--- config.mk ---
export PLATFORM = sky130hd
export DESIGN_NAME = phase_offset_divider
export DESIGN_NICKNAME = d
export VERILOG_FILES = /design/src/rtl/phase_div_pkg.sv /design/src/rtl/pdiv_cfg_latch.sv /design/src/rtl/pdiv_start_delay.sv /design/src/rtl/pdiv_wave_gen.sv /design/src/rtl/pdiv_lock.sv /design/src/rtl/phase_offset_divider.sv
export SDC_FILE = /design/constraint.sdc
export NUM_CORES = 1
export LEC_CHECK = 0
export BUFFER_PORTS_ARGS = -buffer_cell sky130_fd_sc_hd__clkbuf_2
export CORE_AREA = 4 4 277 143
export DETAILED_ROUTE_END_ITERATION = 6
export DIE_AREA = 0 0 281 147
export PLACE_DENSITY = 0.63
export RECOVER_POWER = 25
export SYNTH_ARGS = -nofsm -noshare
export SYNTH_HDL_FRONTEND = slang
export SYNTH_HIERARCHICAL = 1
export SYNTH_SLANG_ARGS = --single-unit
--- constraint.sdc ---
create_clock -name clk -period 3.4 [get_ports clk]
set_input_delay 0.68 -clock clk [delete_from_list [all_inputs] [get_ports clk]]
set_output_delay 0.68 -clock clk [all_outputs]
set_load 0.02 [all_outputs]
--- src/rtl/phase_div_pkg.sv ---
package phase_div_pkg;
  localparam int TAP_W  = 3;
  localparam int PHASES = 1 << TAP_W;

  typedef enum logic {
    ST_HOLD = 1'b0,
    ST_RUN  = 1'b1
  } ch_state_e;
endpackage

--- src/rtl/pdiv_cfg_latch.sv ---
module pdiv_cfg_latch
  import phase_div_pkg::*;
#(
  parameter int DW = 8,
  parameter int CW = 8
) (
  input  logic             clk,
  input  logic             rst,
  input  logic             en_i,
  input  logic [DW-1:0]    div_i,
  input  logic [CW-1:0]    start_i,
  input  logic [TAP_W-1:0] tap_i,
  output logic             en_q,
  output logic [DW-1:0]    div_q,
  output logic [CW-1:0]    start_q,
  output logic [TAP_W-1:0] tap_q
);
  // capture window is the reset interval only; zero values clamp to one
  always_ff @(posedge clk) begin
    if (rst) begin
      en_q    <= en_i;
      div_q   <= (div_i == '0) ? DW'(1) : div_i;
      start_q <= (start_i == '0) ? CW'(1) : start_i;
      tap_q   <= tap_i;
    end
  end
endmodule

--- src/rtl/pdiv_start_delay.sv ---
module pdiv_start_delay
  import phase_div_pkg::*;
#(
  parameter int CW = 8
) (
  input  logic             clk,
  input  logic             rst,
  input  logic [CW-1:0]    start_q,
  input  logic [TAP_W-1:0] tap_q,
  output logic             fire,
  output logic             running
);
  localparam int WW = CW + TAP_W;

  ch_state_e     state;
  logic [WW-1:0] cnt;
  logic [WW-1:0] target;

  // coarse periods form the upper bits, the fine tap the lower three
  assign target  = {start_q - CW'(1), tap_q};
  assign fire    = (state == ST_HOLD) && (cnt == target);
  assign running = (state == ST_RUN);

  always_ff @(posedge clk) begin
    if (rst) begin
      state <= ST_HOLD;
      cnt   <= '0;
    end else if (state == ST_HOLD) begin
      if (fire) state <= ST_RUN;
      else      cnt   <= cnt + WW'(1);
    end
  end
endmodule

--- src/rtl/pdiv_wave_gen.sv ---
module pdiv_wave_gen
  import phase_div_pkg::*;
#(
  parameter int DW = 8
) (
  input  logic          clk,
  input  logic          rst,
  input  logic          en_q,
  input  logic [DW-1:0] div_q,
  input  logic          fire,
  input  logic          running,
  output logic          wave
);
  localparam int PW = DW + TAP_W + 1;

  logic [DW:0]   half;
  logic [PW-1:0] hi_ticks;
  logic [PW-1:0] per_ticks;
  logic [PW-1:0] ph;

  assign half      = ({1'b0, div_q} + (DW+1)'(1)) >> 1;
  assign hi_ticks  = PW'(half) * PW'(PHASES);
  assign per_ticks = PW'(div_q) * PW'(PHASES);

  always_ff @(posedge clk) begin
    if (rst) begin
      ph   <= '0;
      wave <= 1'b0;
    end else if (fire) begin
      wave <= en_q;
      ph   <= PW'(1);
    end else if (running) begin
      wave <= en_q && (ph < hi_ticks);
      ph   <= (ph == per_ticks - PW'(1)) ? '0 : ph + PW'(1);
    end
  end
endmodule

--- src/rtl/pdiv_lock.sv ---
module pdiv_lock #(
  parameter int N_CH = 6
) (
  input  logic            clk,
  input  logic            rst,
  input  logic [N_CH-1:0] en_q,
  input  logic [N_CH-1:0] go,
  output logic            locked
);
  always_ff @(posedge clk) begin
    if (rst) locked <= 1'b0;
    else     locked <= locked | (&(go | ~en_q));
  end
endmodule

--- src/rtl/phase_offset_divider.sv ---
module phase_offset_divider
  import phase_div_pkg::*;
#(
  parameter int N_OUT = 5,
  parameter int DIV_W = 8,
  parameter int CNT_W = 8,
  localparam int N_CH = N_OUT + 1
) (
  input  logic                   clk,
  input  logic                   rst,
  input  logic [N_CH-1:0]        cfg_en,
  input  logic [N_CH*DIV_W-1:0]  cfg_div,
  input  logic [N_CH*CNT_W-1:0]  cfg_start,
  input  logic [N_CH*TAP_W-1:0]  cfg_tap,
  output logic [N_CH-1:0]        clk_out,
  output logic                   locked
);
  logic [N_CH-1:0] en_q;
  logic [N_CH-1:0] fire_v;
  logic [N_CH-1:0] run_v;

  // channel N_OUT is the feedback counter; same datapath as the outputs
  for (genvar g = 0; g < N_CH; g++) begin : g_ch
    logic [DIV_W-1:0] div_q;
    logic [CNT_W-1:0] start_q;
    logic [TAP_W-1:0] tap_q;

    pdiv_cfg_latch #(.DW(DIV_W), .CW(CNT_W)) u_cfg (
      .clk(clk), .rst(rst),
      .en_i(cfg_en[g]),
      .div_i(cfg_div[g*DIV_W +: DIV_W]),
      .start_i(cfg_start[g*CNT_W +: CNT_W]),
      .tap_i(cfg_tap[g*TAP_W +: TAP_W]),
      .en_q(en_q[g]), .div_q(div_q), .start_q(start_q), .tap_q(tap_q)
    );

    pdiv_start_delay #(.CW(CNT_W)) u_dly (
      .clk(clk), .rst(rst),
      .start_q(start_q), .tap_q(tap_q),
      .fire(fire_v[g]), .running(run_v[g])
    );

    pdiv_wave_gen #(.DW(DIV_W)) u_wave (
      .clk(clk), .rst(rst),
      .en_q(en_q[g]), .div_q(div_q),
      .fire(fire_v[g]), .running(run_v[g]),
      .wave(clk_out[g])
    );
  end

  pdiv_lock #(.N_CH(N_CH)) u_lock (
    .clk(clk), .rst(rst),
    .en_q(en_q), .go(fire_v | run_v),
    .locked(locked)
  );
endmodule

==> Implementation_results.wiki <==
{| class="wikitable"
! Metric !! Value
|-
| Quantity of gates resized following cts || 0
|-
| Slew margin rel. || 56.1%
|-
| Kind of cell adding the most delay to the critical path || simple AND/OR/NAND/NOR gates
|-
| Final clock period utilization by the worst path || ~87%
|-
| Crit-path max FO || 12
|-
| Total negative setup slack || 0 ns
|-
| Fraction of layout instances using a drive strength above 1 || between 10% and 20%
|-
| Synthesized area || around 17000 µm²
|-
| Number of buffers and inverters on the critical path || 1
|-
| DRT Wirelength || 34800 µm
|-
| Hold slack || between 0.2 and 0.3 ns
|-
| Highest clock frequency the design can meet || 340 MHz
|-
| Worst vdd rail ir drop || roughly 0.31 mV
|-
| Ordered cell list for the critical path || inv_1, ha_1, nand2b_1, a21boi_0, o31ai_1, nor4_4, nand2_1, nor2_1, or2_2, nand3b_1, o31ai_1
|-
| Number of vias after detailed routing || ~12000
|-
| Proportion of synthesized flip-flops having asynchronous set or reset || 0%
|-
| CTS tree || done
|-
| Number of buffers added for setup after CTS || 0
|-
| CTS root buffer || clkbuf_16
|-
| Area share of fa/ha/maj cells after synthesis || approximately 5.4%
|-
| Global-route wire length before repair || between 50000 and 60000 µm
|-
| Number of max-cap violations || 0
|-
| Post-layout min period || approximately 2.9 ns
|-
| Most common library cell in the layout ignoring fill and taps || dfxtp_1
|-
| Clock buffers created by TritonCTS || 28
|-
| CP Capture Type || flip-flop
|-
| Final #Nets || approximately 2000
|-
| Latest clock arrival within the worst-skew pair || ~0.56 ns
|-
| Required @ worst endpoint || 3.83 ns
|-
| Multiplexer share of the synthesized area || ~1.2%
|-
| Aggregate global routing overflow || 0
|-
| FF+latch count, synth || approximately 270
|-
| Effective utilization at floorplan || between 40 and 50%
|-
| Commonest cells after routing, fill and taps aside || dfxtp_1 (151), nor2_1 (132), xnor2_1 (121), edfxtp_1 (120), xor2_1 (108)
|-
| Hold WC Path Type || primary input to flip-flop
|-
| Overall die height || 147 µm
|-
| Remaining antenna violation count || 0
|-
| Top flip-flop cell by instance count after synthesis || dfxtp_1
|-
| Crit-path slowest cell || nor4_4
|-
| Endpoints failing setup || 0
|-
| Number of flops mapped to enable cells by yosys || 120
|-
| Number of global-route vias before repair || around 12000
|-
| Overall fraction of global-route tracks in use || approximately 17%
|-
| Number of standard cells after synthesis || approximately 1700
|-
| Result of the run || finished clean
|-
| Detailed-routing iteration count for the pre-antenna-repair pass || 5
|-
| GPL Wtd Cong || around 0.8
|-
| Synth Area in Compound Gates || around 13%
|-
| Final routed wire length divided by cell count || 15.1 µm
|-
| Share of the synthesized netlist area taken by xor and xnor gates || about an eighth
|-
| CTS clock-pin slew for the worst setup and hold paths || ~0.070 ns
|-
| CORE AREA || 37100 µm²
|-
| Worst Clk Skew || 0.0108 ns
|-
| Max Transition Viols Final || 0
|-
| Stage delay of the slowest cell on the critical path || 0.51 ns
|-
| Cts-stage hold buffer count || 0
|-
| Sequential area share after synthesis || between 30% and 40%
|-
| Num ports || 129
|-
| Synthesized area per cell || around 9.5 µm²
|-
| TritonCTS Sinks || 271
|-
| Setup repair after global routing missed its margin || false
|-
| Critical path class || flip-flop to flip-flop
|-
| DRC violation total after the first TritonRoute iteration || roughly 640
|-
| Number of buffers added on ports || 128
|-
| Simple-gate share of the synthesized area || between 20% and 30%
|-
| Type of element launching the critical path || flip-flop
|-
| Width of the die || 281 µm
|-
| Arrival time of the worst setup path || 3.38 ns
|-
| Post-synth cell types || 67
|-
| Number of hold violations in the final report || 0
|-
| HPWL reported at the end of detailed placement || 25200 µm
|-
| Number of antenna violations at the first check in global routing || 0
|-
| CP dominant cell by count || o31ai_1
|-
| Detailed-route DRC error count || 0
|-
| Full die area || 41300 µm²
|-
| Total power divided by cell area || around 420 nW/µm²
|-
| Number of warnings issued by yosys || 6
|-
| Standard-cell row count || 50
|-
| Main combinational cell family by area after synthesis || simple AND/OR/NAND/NOR gates
|-
| Synthesized Nets || 1942
|-
| Largest net degree at the start of global routing || 74
|-
| Area growth from synthesis to final layout || 9.70%
|-
| Leak Pwr || approximately 6.6 nW
|-
| Utilization of the core after routing || between 40% and 50%
|-
| H-tree depth reported by CTS || 1
|-
| Buffer levels on the longest clock path || 3
|-
| Pwr Total || roughly 7.6 mW
|-
| Number of vias per cell || 5.40
|-
| Antenna Diode Count || 0
|-
| Slew at the pin closest to its max-slew limit || around 0.65 ns
|}
-- final cells by class --
type | instances | area [µm²]
clock buffer | 35 | 778
clock inverter | 17 | 141
fill | 3501 | 18900
inverter | 78 | 293
multi-input combinational | 1263 | 9080
sequential | 271 | 6630
tap | 494 | 618
timing repair buffer | 144 | 707
-- stage by stage --
step                      worst slack [ns]  std cells  instance area (µm²)
after floorplan                      0.894       1748                16600
after global placement               0.586       2250                17400
after detailed placement             0.534       2250                17400
after CTS                            0.501       2302                18300
after global routing                 0.119       2302                18200
final                                0.455       2302                18200
-- cell usage after synthesis (17+ instances only) --
cell type,count,area [µm²]
a211oi_1,24,180
a21o_1,30,225
a21oi_1,57,285
a31oi_1,17,106
and3_1,34,213
clkbuf_1,111,417
dfxtp_1,151,3020
edfxtp_1,120,3600
ha_1,72,901
inv_1,76,285
nand2_1,71,267
nand2b_1,44,275
nand3_1,59,295
nand4_1,34,213
nor2_1,132,495
nor2b_1,23,144
nor3_1,81,405
nor3b_1,17,128
nor4_1,59,369
o21ai_0,40,200
xnor2_1,121,1060
xor2_1,108,946
-- flip-flops by register name (all words and copies together) (netlist names) --
name                cells
g_ch.u_wave/ph         72
g_ch.u_dly/cnt         66
g_ch.u_cfg/div_q       48
g_ch.u_cfg/start_q     48
g_ch.u_cfg/tap_q       18
g_ch.u_cfg/en_q         6
g_ch.u_dly/running      6
g_ch.u_wave/wave        6
u_lock/locked           1
-- power by group --
part,switching [mW],leakage (nW),internal (mW)
sequential,0.194,2.39,3.56
clock,1.35,0.449,1.77
combinational,0.405,3.75,0.352
total,1.95,6.60,5.68
-- routing by layer --
layer / track usage (%) / vias to the layer above / wire [µm]
met3: 2.59 / 47 / 1230
met2: 27.2 / 165 / 15700
met4: 3.59 / 0 / 709
met5: 0 / - / 0
li1: - / 6393 / -
met1: 23.2 / 5815 / 17100
-- cells by family after synthesis --
family,count (synthesis)
AOI/OAI and AO/OA,279
xor gates and xnor gates,229
DFF,271
buffers and inverters,214
and+or+nand+nor,664
adders and majority gates,72
muxes,19
-- final timing paths --
kind	from	to	slack [ns]	cells after the start
max	g_ch[2].u_cfg/start_q[0]$_SDFFCE_PN1P_	g_ch[2].u_wave/ph[1]$_SDFFE_PP0P_	0.45	11
min	cfg_en[3]	g_ch[3].u_cfg/en_q$_DFFE_PP_	0.29	1
max reg2reg	g_ch[2].u_cfg/start_q[0]$_SDFFCE_PN1P_	g_ch[2].u_wave/ph[1]$_SDFFE_PP0P_	0.45	11
min reg2reg	u_lock/locked$_SDFF_PP0_	u_lock/locked$_SDFF_PP0_	0.48	2
Note: power is estimated with default switching activity, not from simulation.
